===== src/rtl/pms_pkg.sv =====
package pms_pkg;

   localparam int WAKE_W = 6;
   localparam int RST_W  = 4;

   typedef enum logic [2:0] {
      ST_ACT  = 3'd0,
      ST_ALT  = 3'd1,
      ST_SLP  = 3'd2,
      ST_HIB  = 3'd3,
      ST_WAKE = 3'd4
   } pstate_t;

   localparam logic [1:0] MC_ACT = 2'b00;
   localparam logic [1:0] MC_ALT = 2'b01;
   localparam logic [1:0] MC_SLP = 2'b10;
   localparam logic [1:0] MC_HIB = 2'b11;

   localparam logic [2:0] A_MODE = 3'd0;
   localparam logic [2:0] A_TACT = 3'd1;
   localparam logic [2:0] A_TALT = 3'd2;
   localparam logic [2:0] A_CLR  = 3'd3;
   localparam logic [2:0] A_SSLP = 3'd4;
   localparam logic [2:0] A_SHIB = 3'd5;

   localparam logic [WAKE_W-1:0] WK_MASK_SLP = 6'b111111;
   localparam logic [WAKE_W-1:0] WK_MASK_HIB = 6'b000010;

   localparam logic [RST_W-1:0] RS_MASK_RUN = 4'b1111;
   localparam logic [RST_W-1:0] RS_MASK_SLP = 4'b0111;
   localparam logic [RST_W-1:0] RS_MASK_HIB = 4'b0001;

endpackage


===== src/rtl/pms_regs.sv =====
module pms_regs
   import pms_pkg::*;
#(
   parameter int N_SUB   = 8,
   parameter int CNT_W   = 8,
   parameter int DATA_W  = 16,
   parameter int SLP_RST = 15,
   parameter int HIB_RST = 60
) (
   input  logic              clk_i,
   input  logic              rst_ni,
   input  logic              wr_en_i,
   input  logic [2:0]        wr_addr_i,
   input  logic [DATA_W-1:0] wr_data_i,
   input  pstate_t           state_i,
   input  logic              qrst_i,
   input  logic [WAKE_W-1:0] wake_set_i,
   output logic [N_SUB-1:0]  tpl_act_o,
   output logic [N_SUB-1:0]  tpl_alt_o,
   output logic              alt_cpu_o,
   output logic [CNT_W-1:0]  settle_slp_o,
   output logic [CNT_W-1:0]  settle_hib_o,
   output logic [WAKE_W-1:0] cause_o,
   output logic              mode_wr_o,
   output logic [1:0]        mode_req_o
);

   localparam logic [N_SUB-1:0] TPL_DEF = '1;
   localparam logic [CNT_W-1:0] SLP_DEF = CNT_W'(SLP_RST);
   localparam logic [CNT_W-1:0] HIB_DEF = CNT_W'(HIB_RST);

   logic              wr_ok;
   logic              run_st;
   logic [WAKE_W-1:0] clr_mask;

   assign wr_ok      = wr_en_i && !qrst_i;
   assign run_st     = (state_i == ST_ACT) || (state_i == ST_ALT);
   assign mode_wr_o  = wr_ok && (wr_addr_i == A_MODE) && run_st;
   assign mode_req_o = wr_data_i[1:0];
   assign clr_mask   = (wr_ok && (wr_addr_i == A_CLR)) ? wr_data_i[WAKE_W-1:0] : '0;

   always_ff @(posedge clk_i or negedge rst_ni) begin
      if (!rst_ni) begin
         tpl_act_o <= TPL_DEF;
         tpl_alt_o <= TPL_DEF;
         alt_cpu_o <= 1'b0;
      end else if (qrst_i) begin
         tpl_act_o <= TPL_DEF;
         tpl_alt_o <= TPL_DEF;
         alt_cpu_o <= 1'b0;
      end else begin
         if (wr_ok && (wr_addr_i == A_TACT)) tpl_act_o <= wr_data_i[N_SUB-1:0];
         if (wr_ok && (wr_addr_i == A_TALT)) tpl_alt_o <= wr_data_i[N_SUB-1:0];
         if (mode_wr_o)                      alt_cpu_o <= wr_data_i[2];
      end
   end

   always_ff @(posedge clk_i or negedge rst_ni) begin
      if (!rst_ni) begin
         settle_slp_o <= SLP_DEF;
         settle_hib_o <= HIB_DEF;
      end else begin
         if (wr_ok && (wr_addr_i == A_SSLP)) settle_slp_o <= wr_data_i[CNT_W-1:0];
         if (wr_ok && (wr_addr_i == A_SHIB)) settle_hib_o <= wr_data_i[CNT_W-1:0];
      end
   end

   always_ff @(posedge clk_i or negedge rst_ni) begin
      if (!rst_ni) cause_o <= '0;
      else         cause_o <= (cause_o & ~clr_mask) | wake_set_i;
   end

endmodule


===== src/rtl/pms_qual.sv =====
module pms_qual
   import pms_pkg::*;
(
   input  pstate_t           state_i,
   input  logic [WAKE_W-1:0] wake_i,
   input  logic [RST_W-1:0]  rst_src_i,
   output logic [WAKE_W-1:0] wake_hit_o,
   output logic              qrst_o
);

   logic [WAKE_W-1:0] wk_mask;
   logic [RST_W-1:0]  rs_mask;

   always_comb begin
      wk_mask = '0;
      rs_mask = RS_MASK_RUN;
      unique case (state_i)
         ST_ACT, ST_ALT: rs_mask = RS_MASK_RUN;
         ST_SLP: begin
            wk_mask = WK_MASK_SLP;
            rs_mask = RS_MASK_SLP;
         end
         ST_HIB: begin
            wk_mask = WK_MASK_HIB;
            rs_mask = RS_MASK_HIB;
         end
         ST_WAKE: rs_mask = RS_MASK_SLP;
         default: rs_mask = RS_MASK_RUN;
      endcase
   end

   assign qrst_o     = |(rst_src_i & rs_mask);
   assign wake_hit_o = qrst_o ? '0 : (wake_i & wk_mask);

endmodule


===== src/rtl/pms_fsm.sv =====
module pms_fsm
   import pms_pkg::*;
#(
   parameter int CNT_W = 8
) (
   input  logic             clk_i,
   input  logic             rst_ni,
   input  logic             qrst_i,
   input  logic             wake_any_i,
   input  logic             mode_wr_i,
   input  logic [1:0]       mode_req_i,
   input  logic [CNT_W-1:0] settle_slp_i,
   input  logic [CNT_W-1:0] settle_hib_i,
   output pstate_t          state_o,
   output logic [1:0]       origin_o
);

   logic [CNT_W-1:0] cnt_q;
   pstate_t          req_st;

   always_comb begin
      unique case (mode_req_i)
         MC_ACT:  req_st = ST_ACT;
         MC_ALT:  req_st = ST_ALT;
         MC_SLP:  req_st = ST_SLP;
         default: req_st = ST_HIB;
      endcase
   end

   always_ff @(posedge clk_i or negedge rst_ni) begin
      if (!rst_ni) begin
         state_o  <= ST_ACT;
         cnt_q    <= '0;
         origin_o <= MC_ACT;
      end else if (qrst_i) begin
         state_o  <= ST_ACT;
         cnt_q    <= '0;
         origin_o <= MC_ACT;
      end else begin
         unique case (state_o)
            ST_ACT, ST_ALT: begin
               if (mode_wr_i) state_o <= req_st;
            end
            ST_SLP: begin
               if (wake_any_i) begin
                  state_o  <= ST_WAKE;
                  cnt_q    <= settle_slp_i;
                  origin_o <= MC_SLP;
               end
            end
            ST_HIB: begin
               if (wake_any_i) begin
                  state_o  <= ST_WAKE;
                  cnt_q    <= settle_hib_i;
                  origin_o <= MC_HIB;
               end
            end
            ST_WAKE: begin
               if (cnt_q == '0) begin
                  state_o  <= ST_ACT;
                  origin_o <= MC_ACT;
               end else begin
                  cnt_q <= cnt_q - 1'b1;
               end
            end
            default: state_o <= ST_ACT;
         endcase
      end
   end

endmodule


===== src/rtl/pms_outmux.sv =====
module pms_outmux
   import pms_pkg::*;
#(
   parameter int N_SUB = 8,
   parameter int CLK_N = 3
) (
   input  pstate_t          state_i,
   input  logic [1:0]       origin_i,
   input  logic [N_SUB-1:0] tpl_act_i,
   input  logic [N_SUB-1:0] tpl_alt_i,
   input  logic             alt_cpu_i,
   output logic [N_SUB-1:0] sub_en_o,
   output logic             cpu_run_o,
   output logic [CLK_N-1:0] clk_en_o,
   output logic [1:0]       mode_o,
   output logic             settling_o
);

   logic run_st;
   logic ls_on;

   assign run_st = (state_i == ST_ACT) || (state_i == ST_ALT);
   assign ls_on  = run_st || (state_i == ST_SLP) || (state_i == ST_WAKE);

   always_comb begin
      sub_en_o   = '0;
      cpu_run_o  = 1'b0;
      mode_o     = origin_i;
      settling_o = 1'b0;
      unique case (state_i)
         ST_ACT: begin
            sub_en_o  = tpl_act_i;
            cpu_run_o = 1'b1;
            mode_o    = MC_ACT;
         end
         ST_ALT: begin
            sub_en_o  = tpl_alt_i;
            cpu_run_o = alt_cpu_i;
            mode_o    = MC_ALT;
         end
         ST_SLP:  mode_o = MC_SLP;
         ST_HIB:  mode_o = MC_HIB;
         ST_WAKE: settling_o = 1'b1;
         default: mode_o = MC_ACT;
      endcase
   end

   for (genvar g = 0; g < CLK_N; g++) begin : g_clk
      if (g == 0) begin : g_lowspeed
         assign clk_en_o[g] = ls_on;
      end else begin : g_fast
         assign clk_en_o[g] = run_st;
      end
   end

endmodule


===== src/rtl/pwr_mode_seq.sv =====
module pwr_mode_seq
   import pms_pkg::*;
#(
   parameter int N_SUB   = 8,
   parameter int CLK_N   = 3,
   parameter int CNT_W   = 8,
   parameter int DATA_W  = 16,
   parameter int SLP_RST = 15,
   parameter int HIB_RST = 60
) (
   input  logic              clk_i,
   input  logic              rst_ni,
   input  logic              wr_en_i,
   input  logic [2:0]        wr_addr_i,
   input  logic [DATA_W-1:0] wr_data_i,
   input  logic [WAKE_W-1:0] wake_i,
   input  logic [RST_W-1:0]  rst_src_i,
   output logic [N_SUB-1:0]  sub_en_o,
   output logic              cpu_run_o,
   output logic [CLK_N-1:0]  clk_en_o,
   output logic [1:0]        mode_o,
   output logic              settling_o,
   output logic [WAKE_W-1:0] wake_cause_o
);

   localparam int CNT_MAX = (1 << CNT_W) - 1;

   if (DATA_W < 8) begin : g_chk_dw
      $error("DATA_W must be at least 8");
   end
   if (N_SUB < 1 || N_SUB > DATA_W) begin : g_chk_nsub
      $error("N_SUB must lie in 1..DATA_W");
   end
   if (CLK_N < 1) begin : g_chk_clk
      $error("CLK_N must be at least 1");
   end
   if (CNT_W < 1 || CNT_W > DATA_W || CNT_W > 24) begin : g_chk_cnt
      $error("CNT_W must lie in 1..min(DATA_W,24)");
   end
   if (SLP_RST < 0 || SLP_RST > CNT_MAX || HIB_RST < 0 || HIB_RST > CNT_MAX) begin : g_chk_rst
      $error("settle defaults must fit in CNT_W bits");
   end

   pstate_t           state;
   logic [1:0]        origin;
   logic              qrst;
   logic [WAKE_W-1:0] wake_hit;
   logic [N_SUB-1:0]  tpl_act;
   logic [N_SUB-1:0]  tpl_alt;
   logic              alt_cpu;
   logic [CNT_W-1:0]  settle_slp;
   logic [CNT_W-1:0]  settle_hib;
   logic              mode_wr;
   logic [1:0]        mode_req;

   pms_qual u_qual (
      .state_i    (state),
      .wake_i     (wake_i),
      .rst_src_i  (rst_src_i),
      .wake_hit_o (wake_hit),
      .qrst_o     (qrst)
   );

   pms_regs #(
      .N_SUB   (N_SUB),
      .CNT_W   (CNT_W),
      .DATA_W  (DATA_W),
      .SLP_RST (SLP_RST),
      .HIB_RST (HIB_RST)
   ) u_regs (
      .clk_i        (clk_i),
      .rst_ni       (rst_ni),
      .wr_en_i      (wr_en_i),
      .wr_addr_i    (wr_addr_i),
      .wr_data_i    (wr_data_i),
      .state_i      (state),
      .qrst_i       (qrst),
      .wake_set_i   (wake_hit),
      .tpl_act_o    (tpl_act),
      .tpl_alt_o    (tpl_alt),
      .alt_cpu_o    (alt_cpu),
      .settle_slp_o (settle_slp),
      .settle_hib_o (settle_hib),
      .cause_o      (wake_cause_o),
      .mode_wr_o    (mode_wr),
      .mode_req_o   (mode_req)
   );

   pms_fsm #(
      .CNT_W (CNT_W)
   ) u_fsm (
      .clk_i        (clk_i),
      .rst_ni       (rst_ni),
      .qrst_i       (qrst),
      .wake_any_i   (|wake_hit),
      .mode_wr_i    (mode_wr),
      .mode_req_i   (mode_req),
      .settle_slp_i (settle_slp),
      .settle_hib_i (settle_hib),
      .state_o      (state),
      .origin_o     (origin)
   );

   pms_outmux #(
      .N_SUB (N_SUB),
      .CLK_N (CLK_N)
   ) u_out (
      .state_i    (state),
      .origin_i   (origin),
      .tpl_act_i  (tpl_act),
      .tpl_alt_i  (tpl_alt),
      .alt_cpu_i  (alt_cpu),
      .sub_en_o   (sub_en_o),
      .cpu_run_o  (cpu_run_o),
      .clk_en_o   (clk_en_o),
      .mode_o     (mode_o),
      .settling_o (settling_o)
   );

endmodule


===== config.mk =====
export PLATFORM = sky130hd
export DESIGN_NAME = pwr_mode_seq
export DESIGN_NICKNAME = d
export VERILOG_FILES = /design/src/rtl/pms_pkg.sv /design/src/rtl/pms_regs.sv /design/src/rtl/pms_qual.sv /design/src/rtl/pms_fsm.sv /design/src/rtl/pms_outmux.sv /design/src/rtl/pwr_mode_seq.sv
export SDC_FILE = /design/constraint.sdc
export NUM_CORES = 1
export LEC_CHECK = 0
export BUFFER_PORTS_ARGS = -buffer_cell sky130_fd_sc_hd__buf_4
export CORE_MARGIN = 8
export CORE_UTILIZATION = 45
export CTS_CLUSTER_SIZE = 12
export DETAILED_ROUTE_END_ITERATION = 8
export MAX_ROUTING_LAYER = met4
export PLACE_DENSITY_LB_ADDON = 0.05
export SLEW_MARGIN = 10
export SYNTH_ARGS = -nofsm -noshare
export SYNTH_HDL_FRONTEND = slang
export SYNTH_SLANG_ARGS = --single-unit

===== constraint.sdc =====
create_clock -name clk_i -period 4.47 [get_ports clk_i]
set_clock_uncertainty 0.05 [all_clocks]
set_input_delay 0.447 -clock clk_i [delete_from_list [all_inputs] [get_ports clk_i]]
set_output_delay 0.447 -clock clk_i [all_outputs]
set_load 0.1 [all_outputs]

Yosys cells after proc, flatten, opt, wreduce, memory -nomap -nowiden:

Cells that the tools add are included.
Widths: inputs -> output; s select.

* bits in registers: 52
* word-level logic and storage cells: 90

* multiplexer cells: 30
* equal/unequal tests: 17
* bitwise operators: 5
* $add $sub $neg: 1
* reductions and logical operators: 28

Operator list (count)
* $mux 8: 8
* $pmux 8 s3: 1
* $pmux 8 s2: 1
* $and 6x6->6: 2
* $eq 3x2->1 const B: 4
* $mux 3: 4
* $mux 6: 2
* $pmux 2 s3: 2
* $pmux 6 s2: 1
* $eq 3x3->1 const B: 3
* $ne 3x2->1 const B: 3
* $pmux 3 s3: 1
* $logic_and 1x1->1: 8
* $logic_not 8->1: 1
* $mux 2: 4
* $pmux 2 s4: 1
* $pmux 4 s2: 1
* $reduce_and 4->1: 2
* $sub 8x1->8 const B: 1
* $eq 3x1->1 const B: 2
* $logic_not 3->1: 2
* $ne 3x3->1 const B: 2
* $not 6->6: 1
* $or 6x6->6: 1
* 15 further kinds: 23

Logic depth before layout (Yosys ltp):

Gate-level depths: netlist of the first run.

* word-level depth: 12
* mapped depth: 8

By module:

From an unflattened synthesis of the first run, not the netlist that was laid out.

* cell total of the unflattened synthesis: 262
* area, all modules: 2869.0 sq um

By module, submodules not included
* pms_regs: cells each 106, instances 1, sequential area each 1006.0 sq um, area each 1596.5 sq um
* pms_fsm: cells each 105, instances 1, sequential area each 325.3 sq um, area each 929.6 sq um
* pms_outmux: cells each 34, instances 1, sequential area each 0.0 sq um, area each 229.0 sq um
* pms_qual: cells each 14, instances 1, sequential area each 0.0 sq um, area each 100.1 sq um
* pwr_mode_seq: cells each 3, instances 1, sequential area each 0.0 sq um, area each 13.8 sq um

Worst setup path before layout of the first run:

Ideal clock, no wire load.

* kind: register to output
* from: reg u_fsm.state_o[1]
* to: out mode_o[0]
* required time: 3973 ps
* data arrival time: 2869 ps
* stages on the path, launching flop included: 4
* path slack: 1104 ps
* cells stage by stage: dfrtp_1 > clkbuf_1 > nand2b_1 > o21ai_0

* longest elaborated chain between the ends: 2

RTL lines
* from (decl): line pms_fsm.sv:14 `output pstate_t state_o,`
* from (signal assigned): line pms_fsm.sv:42 `if (mode_wr_i) state_o <= req_st;`
* $eq 3x3->1, or another cell as far along: line pms_outmux.sv:30 `unique case (state_i)`
* $pmux 2 s4 (*): line pms_outmux.sv:30
* to (decl): line pwr_mode_seq.sv:21 `output logic [1:0] mode_o,`

Every way passes the cells marked *; elsewhere a longest branch is shown, timed or not.

Final worst setup path of the first run:

* from: reg u_fsm.state_o[0]
* to: out mode_o[1]

The elaborated chain is that of the path after synthesis.

==> run_results.csv, run 1 <==
group,metric,value,unit
power,peakVddDrop,0.1784,mV
min_path,worst_hold_path_type,"in -> async",
layout,utilization,0.5320,
drt,drc_errors,0,
drt,viasPerCell,5.473,
power,seq_power_share,0.542,
critical_path,arrival,2320,ps
clocking,cts.sinks,52,
sta,fin_crit_sh,0.6301,
clocking,root_buffer,"clkbuf_8",
grt,antenna_found_initial,0,
clocking,cts_tree,"yes",
synthesis,async_flop_share,1.000,
critical_path,reg2reg_depth,6,
sta,max_slew_margin,0.4917,
clocking,cts_buffer_depth,2,
floorplanning,die_w,95.06,µm
synthesis,yosysMostFrequentCell,"nand2_1",
critical_path,cp_num_buf_inv,3,
floorplanning,core,0.006205,mm²
drt,final_antenna_net_count,0,
clocking,insertion_delay,300,ps
drt,wl,6.868,mm
critical_path,max_stage_delay,540,ps
synthesis,avgSynthCellArea,10.27,µm²
critical_path,critPathSlowestCell,"dfrtp_1",
sta,fin_setup_tns,0,ps
power,switching_power,0.2437,mW
critical_path,r2r_setup_slack,1680,ps
place,port_buffers,44,
synthesis,ys_seq_area_frac,0.4733,
synthesis,synth-edff-count,0,
critical_path,timing.rr.start,"u_fsm.state_o[0]$_DFFE_PN0P_",
critical_path,path_class,"reg -> out",
critical_path,path_cells,"buf_4 > or3b_4 > inv_1 > nand2_1 > nand2_1 > buf_4",
layout,multi_input_area,0.001378,mm²
sta,final_hold_viol_count,0,
sta,rsz0062_at_grt,"false",
power,power_switching_share,0.2626,
power,power_frac_clock,0.321,
critical_path,cp_max_fo,20,
synthesis,synth_nets,308,
drt,dr_total_vias,2140,
synthesis,synthTopCellsByArea,"dfrtp_1 25%, dfstp_2 22%, mux2i_1 9.3%, mux2_2 8.0%, nand2_1 4.8%",
floorplanning,start_util,0.4533,
critical_path,r2r-end,"u_regs.cause_o[5]$_DFF_PN0_",
place,dpl_cell_area,0.003199,mm²
synthesis,yosys_warnings,0,
critical_path,start_kind,"flip-flop",
layout,n_antenna_cell,0,
sta,finalSetupViolations,0,
synthesis,synth.largest_area_cell,"dfrtp_1",
job,maxCapViolations,0,
place,place_ws,1664,ps
power,power,0.9281,mW
drt,drt_iter0_drc,81,
clocking,numCtsBuffers,5,
power,p_comb_frac,0.136,
clocking,htreeDepth,2,
clocking,holdBufCountCts,0,
sta,fin_ws,1654,ps
synthesis,synth_top_cell_area_share,0.2491,
floorplanning,ios,53,
layout,final_layout_size_suffix_gt1_frac,0.3471,
layout,seq_area,0.001331,mm²
power,p_int,0.6844,mW
layout,stdcell_count,391,
drt,dr.pass1.iters,4,
drt,wl_per_cell,17.57,µm
synthesis,syn-instance-count,274,
synthesis,ys_seq_elements,52,
synthesis,syn_area,0.002813,mm²
power,p_leak,1.428,nW
place,placed_cells,383,
sta,maxSlewViolCount,0,
floorplanning,rows,29,
sta,worstMarginPinSlew,756.2,ps
clocking,cts_setup_buffers,0,
critical_path,path_delay_family,"buffers and inverters",
grt,grt_pass1_vias,2171,
critical_path,end_kind,"output port",
layout,areaGrowthSynthToFinish,17.35,%
synthesis,synth_cell_types,48,
clocking,cts_resized,0,
place,dp_hpwl,5.022,mm
place,gp_congestion,0.8433,
sta,min_period,2816,ps
synthesis,ys.flop_type,"dfrtp_1",
power,power_density,281.2,mW/mm²
floorplanning,die_area,0.009036,mm²
clocking,path_clk_slew,90,ps
floorplanning,fp.dieH,95.06,µm
grt,grt_start_max_net_pins,53,
layout,fin_area,0.003301,mm²
layout,final_nets,347,
layout,fillers,592,
grt,track_usage,0.1640,
grt,grt_pass1_wl,11.23,mm
critical_path,crit_required,3970,ps
sta,clock.fmax,0.3551,GHz
run_status,status,"complete, no violations",
grt,grt_overflow,0,
sta,whs,119.3,ps
synthesis,netlist_top_cells_count,"36 x nand2_1, 28 x dfrtp_1, 26 x mux2i_1, 26 x nor2_1, 24 x dfstp_2",
==> power groups by stage <==
stage                     combinational [mW]  sequential, mW  clock [mW]
final                                  0.126           0.503       0.298
after global routing                   0.137           0.506       0.323
after CTS                              0.128           0.503       0.311
after detailed placement               0.128           0.511           0
after global placement                 0.126           0.511           0
after floorplan                       0.0751           0.510           0
==> placed cells by master, fill, tap and decap left out, drive strengths merged, types with 4 or more instances in the layout <==
cell / n
o31ai: 4
dfrtp: 28
a22o: 7
mux2i: 26
buf: 48
clkbuf: 8
nor2: 26
o21ai: 13
a21oi: 7
nand2b: 4
a211oi: 4
nor3: 6
nor4: 4
inv: 9
o22ai: 6
or2: 4
nand2: 36
dfstp: 24
mux2: 20
==> how the worst max path moves through the flow <==
stage | startpoint | slack (ps) | depth (start not counted) | endpoint
floorplan | u_fsm.state_o[1]$_DFFE_PN0P_ | 1100 | 3 | mode_o[0]
detailed placement | u_fsm.state_o[0]$_DFFE_PN0P_ | 1660 | 6 | u_regs.cause_o[5]$_DFF_PN0_
global placement | u_fsm.state_o[0]$_DFFE_PN0P_ | 1690 | 6 | u_regs.cause_o[0]$_DFF_PN0_
CTS | u_fsm.state_o[0]$_DFFE_PN0P_ | 1620 | 6 | mode_o[1]
global route | u_fsm.state_o[0]$_DFFE_PN0P_ | 1510 | 6 | u_regs.cause_o[0]$_DFF_PN0_
finish | u_fsm.state_o[0]$_DFFE_PN0P_ | 1650 | 6 | mode_o[1]
==> area by class of cell <==
cell class                      instances  area share
Inverter                                9     0.01024
Multi-Input combinational cell        197      0.4174
Timing Repair Buffer                   48      0.1092
Sequential cell                        52      0.4033
Tap cell                               77     0.02919
Clock buffer                            8     0.03070
==> registers in the layout, summed over array words and instances, names as in the netlist <==
register and cells:
u_fsm.cnt_q 8, u_regs.settle_hib_o 8, u_regs.settle_slp_o 8, u_regs.tpl_act_o 8, u_regs.tpl_alt_o 8, u_regs.cause_o 6, u_fsm.state_o 3, u_fsm.origin_o 2
u_regs.alt_cpu_o 1
==> worst reg2reg max path, cell delays in order (launching register included) <==
cell     delay, ps
dfrtp_1        540
buf_4          290
or3b_4         450
a32o_2         340
nor4_2         690
nand2_1        130
a22o_1         200
==> cells by family (layout without fill, tap and decap cells) <==
| family | count (synthesis) | in the layout | share of synthesized area |
|---|---|---|---|
| simple gates | 92 | 92 | 0.1641 |
| compound gates | 54 | 54 | 0.1303 |
| flops | 52 | 52 | 0.4733 |
| mux | 46 | 46 | 0.1726 |
| buf+inv | 25 | 65 | 0.04137 |
| xor+xnor | 3 | 3 | 0.009343 |
| fa+ha+maj | 2 | 2 | 0.008895 |
==> per-layer routing <==
metal / track usage / routed length, µm / vias to the layer above
li1: - / - / 1051
met1: 0.2091 / 3323 / 1041
met4: 0.05592 / 129 / 0
met2: 0.2526 / 3192 / 37
met3: 0.03465 / 222 / 11
met5: - / 0 / -
Note: power is estimated with default switching activity, not from simulation.
==> inputs of run 2 (changes only) <==
Clock period 4.47 ns to 2.8 ns, I/O delays scaled along.
==> run_results.csv, run 2 (synthesis gave the netlist of run 1 again) <==
group,metric,value,unit
layout,mostFrequentLayoutCells,"55 x buf_4, 36 x nand2_1, 28 x dfrtp_1, 26 x mux2i_1, 24 x dfstp_2",
place,dpl_cell_area,0.003272,mm²
critical_path,start_kind,"flip-flop",
drt,wl_per_cell,17.48,µm
sta,maxSlewViolCount,0,
critical_path,end_kind,"flip-flop",
layout,final_common_cell,"buf_4",
sta,fin_setup_tns,0,ps
clocking,insertion_delay,310,ps
sta,clock.fmax,0.4182,GHz
drt,wl,6.976,mm
clocking,cts_buffer_depth,2,
clocking,cts.sinks,52,
sta,finalSetupViolations,0,
layout,areaGrowthSynthToFinish,20.11,%
drt,dr_total_vias,2167,
clocking,root_buffer,"clkbuf_8",
drt,drt_iter0_drc,105,
critical_path,timing.rr.start,"u_fsm.cnt_q[4]$_DFFE_PN0P_",
grt,track_usage,0.1608,
power,peakVddDrop,0.2577,mV
floorplanning,start_util,0.4533,
critical_path,crit_required,2950,ps
layout,fin_area,0.003378,mm²
grt,grt_overflow,0,
grt,grt_start_max_net_pins,53,
clocking,cts_resized,0,
place,dp_hpwl,5.117,mm
layout,n_antenna_cell,0,
critical_path,arrival,2550,ps
critical_path,critPathSlowestCell,"or4_1",
critical_path,reg2reg_depth,5,
critical_path,r2r_setup_slack,410,ps
job,maxCapViolations,0,
critical_path,path_class,"reg -> reg",
min_path,min_path_cells,2,
min_path,worst_hold_path_type,"in -> reg",
floorplanning,ios,53,
min_path,hold_start,"rst_src_i[0]",
grt,antenna_found_initial,0,
layout,final_layout_size_suffix_gt1_frac,0.3913,
sta,min_period,2391,ps
sta,fin_crit_sh,0.8540,
sta,worstMarginPinSlew,664.0,ps
floorplanning,die_w,95.06,µm
place,port_buffers,44,
drt,final_antenna_net_count,0,
sta,whs,134.6,ps
power,p_leak,1.478,nW
critical_path,path_cells,"or4_1 > nor4b_2 > o211a_1 > or2_2 > mux2_2",
critical_path,max_stage_delay,620,ps
run_status,status,"complete, no violations",
sta,final_hold_viol_count,0,
drt,dr.pass1.iters,4,
critical_path,r2r-end,"u_fsm.cnt_q[3]$_DFFE_PN0P_",
floorplanning,fp.dieH,95.06,µm
critical_path,cp_max_fo,9,
place,gp_congestion,0.8653,
layout,final_nets,355,
power,power_density,435.6,mW/mm²
sta,max_slew_margin,0.5574,
drt,drc_errors,0,
clocking,cts_tree,"yes",
floorplanning,rows,29,
clocking,htreeDepth,2,
min_path,whs_endpoint,"u_fsm.origin_o[0]$_DFFE_PN0P_",
sta,rsz0062_at_grt,"false",
grt,grt_pass1_wl,11.01,mm
grt,grt_pass1_vias,2138,
floorplanning,die_area,0.009036,mm²
drt,viasPerCell,5.431,
clocking,numCtsBuffers,5,
floorplanning,core,0.006205,mm²
clocking,path_clk_slew,100,ps
==> run 2: cell types whose count changed in the layout (fill, tap and decap cells not counted), moves of 2 or more <==
| cell | delta |
|---|---|
| buf_4 | +7 |
| clkbuf_1 | -2 |
| nor2_1 | -8 |
| nor2_2 | +8 |
==> run 2: layout make-up <==
type	count	area [µm²]
Clock buffer	6	82.58
Clock inverter	2	13.76
Fill cell	577	2826
Inverter	9	33.78
Multi-Input combinational cell	197	1398
Sequential cell	52	1331
Tap cell	77	96.34
Timing Repair Buffer	56	422.9
==> run 2: layer usage <==
layer	GRT usage	vias up	share of wire
li1	-	1067	-
met1	0.2091	1056	0.48
met2	0.2537	38	0.48
met3	0.02835	6	0.036
met4	0.03901	0	0.0087
met5	-	-	0
==> run 2: where the power goes <==
part	total [mW]	internal, mW	switching, mW
registers	0.803	0.785	0.0177
logic	0.206	0.0783	0.128
clock network	0.462	0.203	0.260
total	1.47	1.07	0.405
==> run 2: how the worst max path moves through the flow <==
| stage | start | end | depth (start not counted) |
|---|---|---|---|
| floorplan | u_fsm.state_o[0]$_DFFE_PN0P_ | mode_o[1] | 6 |
| global placement | u_fsm.cnt_q[4]$_DFFE_PN0P_ | u_fsm.cnt_q[0]$_DFFE_PN0P_ | 5 |
| detailed placement | u_fsm.cnt_q[4]$_DFFE_PN0P_ | u_fsm.cnt_q[0]$_DFFE_PN0P_ | 5 |
| CTS | u_fsm.cnt_q[4]$_DFFE_PN0P_ | u_fsm.cnt_q[0]$_DFFE_PN0P_ | 5 |
| global route | u_fsm.cnt_q[4]$_DFFE_PN0P_ | u_fsm.cnt_q[0]$_DFFE_PN0P_ | 5 |
| finish | u_fsm.cnt_q[4]$_DFFE_PN0P_ | u_fsm.cnt_q[3]$_DFFE_PN0P_ | 5 |
==> run 2: stage by stage <==
step	cells	util	setup WS (ps)	total power, mW
after global routing	399	0.5445	334.1	1.525
final	399	0.5445	408.7	1.472
after CTS	399	0.5445	433.5	1.488
after detailed placement	390	0.5273	450.0	1.023
after global placement	390	0.5273	442.6	1.021
after floorplan	274	-	211.9	0.9359
==> run 2: timing repair <==
action | in CTS | in global routing
endpoints found under the hold margin | 28 | 0
setup buffers | 0 | 0
hold buffers | 1 | 0
==> run 2: worst max-delay path, delay by kind of cell (launching register included) <==
family / cells / cell delay (ps)
muxes: 1 / 360
DFF: 1 / 420
and+or+nand+nor: 3 / 1190
AOI/OAI and AO/OA: 1 / 250
==> inputs of run 3 (changes only) <==
Settings changed: ABC_AREA set to 1, CORE_ASPECT_RATIO set to 0.7.
Clock period 2.8 ns to 2.7 ns, I/O delays scaled along.
==> run_results.csv, run 3 <==
group,metric,value,unit
run_status,status,"complete, no violations",
synthesis,synth-edff-count,0,
grt,grt_overflow,0,
floorplanning,rows,24,
critical_path,path_delay_family,"simple AND/OR/NAND/NOR gates",
layout,fillers,612,
place,gp_congestion,0.8611,
layout,n_antenna_cell,0,
drt,dr.pass1.iters,4,
layout,final_nets,447,
layout,multi_input_area,0.001285,mm²
clocking,cts.sinks,52,
drt,viasPerCell,5.091,
synthesis,syn-instance-count,370,
critical_path,r2r_setup_slack,610,ps
min_path,hold_start,"wr_data_i[3]",
layout,mostFrequentLayoutCells,"85 x nand2_1, 64 x nor2_1, 49 x buf_4, 34 x inv_1, 32 x o21ai_0",
drt,drc_errors,0,
synthesis,ys_seq_area_frac,0.4646,
synthesis,async_flop_share,1.000,
drt,dr_total_vias,2505,
sta,max_slew_margin,0.5546,
job,maxCapViolations,0,
synthesis,synthAdderAreaFrac,0.008734,
sta,fin_setup_tns,0,ps
floorplanning,die_area,0.009217,mm²
critical_path,path_class,"reg -> reg",
clocking,root_buffer,"clkbuf_8",
synthesis,synth.largest_area_cell,"dfrtp_1",
power,p_comb_frac,0.172,
synthesis,yosysMostFrequentCell,"nand2_1",
synthesis,synth_top_cell_area_share,0.2445,
drt,wl,7.403,mm
floorplanning,ios,53,
power,p_leak,1.601,nW
layout,final_common_cell,"nand2_1",
synthesis,synth_cell_types,35,
synthesis,synth_nets,404,
sta,maxSlewViolCount,0,
place,dp_hpwl,5.621,mm
clocking,path_clk_slew,100,ps
power,power_switching_share,0.2959,
sta,rsz0062_at_grt,"false",
critical_path,cp_num_buf_inv,1,
critical_path,crit_required,2840,ps
clocking,cts_tree,"yes",
sta,min_period,2087,ps
synthesis,syn_area,0.002865,mm²
critical_path,r2r-end,"u_fsm.origin_o[1]$_DFFE_PN0P_",
sta,worstMarginPinSlew,668.1,ps
sta,final_hold_viol_count,0,
power,seq_power_share,0.507,
power,power_frac_clock,0.322,
grt,grt_pass1_wl,12.70,mm
synthesis,synth_top_family_by_area,"simple AND/OR/NAND/NOR gates",
synthesis,ys.flop_type,"dfrtp_1",
grt,grt_start_max_net_pins,53,
synthesis,yosys.area_share.simple,0.2978,
drt,drt_iter0_drc,140,
synthesis,muxShareOfSynthArea,0,
floorplanning,core,0.006186,mm²
grt,antenna_found_initial,0,
critical_path,end_kind,"flip-flop",
power,power,1.674,mW
sta,clock.fmax,0.4791,GHz
critical_path,start_kind,"flip-flop",
grt,grt_pass1_vias,2577,
synthesis,yosys_warnings,0,
clocking,htreeDepth,2,
floorplanning,start_util,0.4632,
synthesis,ys_seq_elements,52,
floorplanning,die_w,111.4,µm
clocking,numCtsBuffers,5,
power,p_int,1.179,mW
sta,finalSetupViolations,0,
layout,seq_area,0.001331,mm²
place,port_buffers,44,
synthesis,synth_xor_area_frac,0.01223,
critical_path,arrival,2220,ps
drt,final_antenna_net_count,0,
critical_path,reg2reg_depth,10,
clocking,cts_buffer_depth,2,
critical_path,path_cells,"inv_1 > nand3_2 > nand2_2 > nand3_4 > nor2_1 > nor2_1 > nand2_2 > nand3_1 > nand2_1 > nand2_1",
power,peakVddDrop,0.3626,mV
synthesis,synthTopCellsByArea,"dfrtp_1 24%, dfstp_2 22%, nand2_1 11%, nor2_1 8.4%, o21ai_0 5.8%",
drt,wl_per_cell,15.05,µm
critical_path,cp-endpoint,"u_fsm.origin_o[1]$_DFFE_PN0P_",
min_path,worst_hold_path_type,"in -> reg",
layout,fin_area,0.003344,mm²
synthesis,avgSynthCellArea,7.744,µm²
synthesis,synth-compound-area-share,0.1297,
layout,final_layout_size_suffix_gt1_frac,0.2391,
critical_path,critPathSlowestCell,"dfrtp_1",
sta,fin_crit_sh,0.7730,
synthesis,netlist_top_cells_count,"85 x nand2_1, 64 x nor2_1, 34 x inv_1",
power,switching_power,0.4954,mW
critical_path,cp_max_fo,14,
place,dpl_cell_area,0.003227,mm²
grt,track_usage,0.1768,
critical_path,timing.rr.start,"u_fsm.state_o[0]$_DFFE_PN0P_",
clocking,insertion_delay,300,ps
sta,whs,179.1,ps
power,power_density,500.6,mW/mm²
critical_path,max_stage_delay,450,ps
layout,areaGrowthSynthToFinish,16.72,%
critical_path,cp_num_cells,10,
critical_path,cp-startpoint,"u_fsm.state_o[0]$_DFFE_PN0P_",
clocking,cts_setup_buffers,0,
floorplanning,fp.dieH,82.76,µm
[run 3: tightest hold or removal path, cell delays in order]
cell and delay (ps):
buf_4 120, inv_1 80, o21ai_1 70
[run 3: cell type report]
type | count | area share
Clock buffer | 6 | 0.02170
Sequential cell | 52 | 0.3981
Tap cell | 78 | 0.02918
Timing Repair Buffer | 50 | 0.1130
Clock inverter | 2 | 0.01048
Multi-Input combinational cell | 266 | 0.3842
Inverter | 38 | 0.04340
[run 3: logic make-up after synthesis]
family | Yosys count
AOI/OAI and AO/OA | 69
DFF | 52
and+or+nand+nor | 191
adders and majority gates | 2
buffers and inverters | 52
xor gates and xnor gates | 4
[run 3: timing repair]
action / in CTS / in global routing
hold endpoints to repair: 28 / 0
hold buffers: 1 / 0
gates resized for setup: 0 / 0
[run 3: how the worst min path moves through the flow]
stage                                              end  slack (ps)  depth (start not counted)
finish              u_regs.settle_hib_o[3]$_DFFE_PN1P_         180                          3
global route        u_regs.settle_hib_o[3]$_DFFE_PN1P_         190                          3
CTS                 u_regs.settle_hib_o[3]$_DFFE_PN1P_         170                          3
detailed placement  u_regs.settle_slp_o[6]$_DFFE_PN0P_         310                          1
global placement    u_regs.settle_slp_o[5]$_DFFE_PN0P_         300                          1
floorplan                   u_fsm.cnt_q[0]$_DFFE_PN0P_         -80                          0
[run 3: routing by layer]
layer	GRT usage	part of all wire
met5	-	0
met4	0.04371	0.0042
met3	0.03463	0.057
met2	0.2636	0.42
met1	0.2423	0.52
[run 3: through the flow]
stage	util	setup WS [ps]	std cells
2_1_floorplan	-	165.0	370
6_report	0.5407	612.9	492
4_1_cts	0.5407	616.8	492
5_1_grt	0.5407	389.6	492
3_3_place_gp	0.5216	641.5	483
3_5_place_dp	0.5216	635.6	483
[run 3: power groups by stage]
stage               clock network, mW  registers, mW  logic, mW
floorplan                           0          0.902      0.148
global placement                    0          0.861      0.287
detailed placement                  0          0.861      0.289
CTS                             0.554          0.848      0.291
global route                    0.584          0.853      0.314
finish                          0.538          0.849      0.287
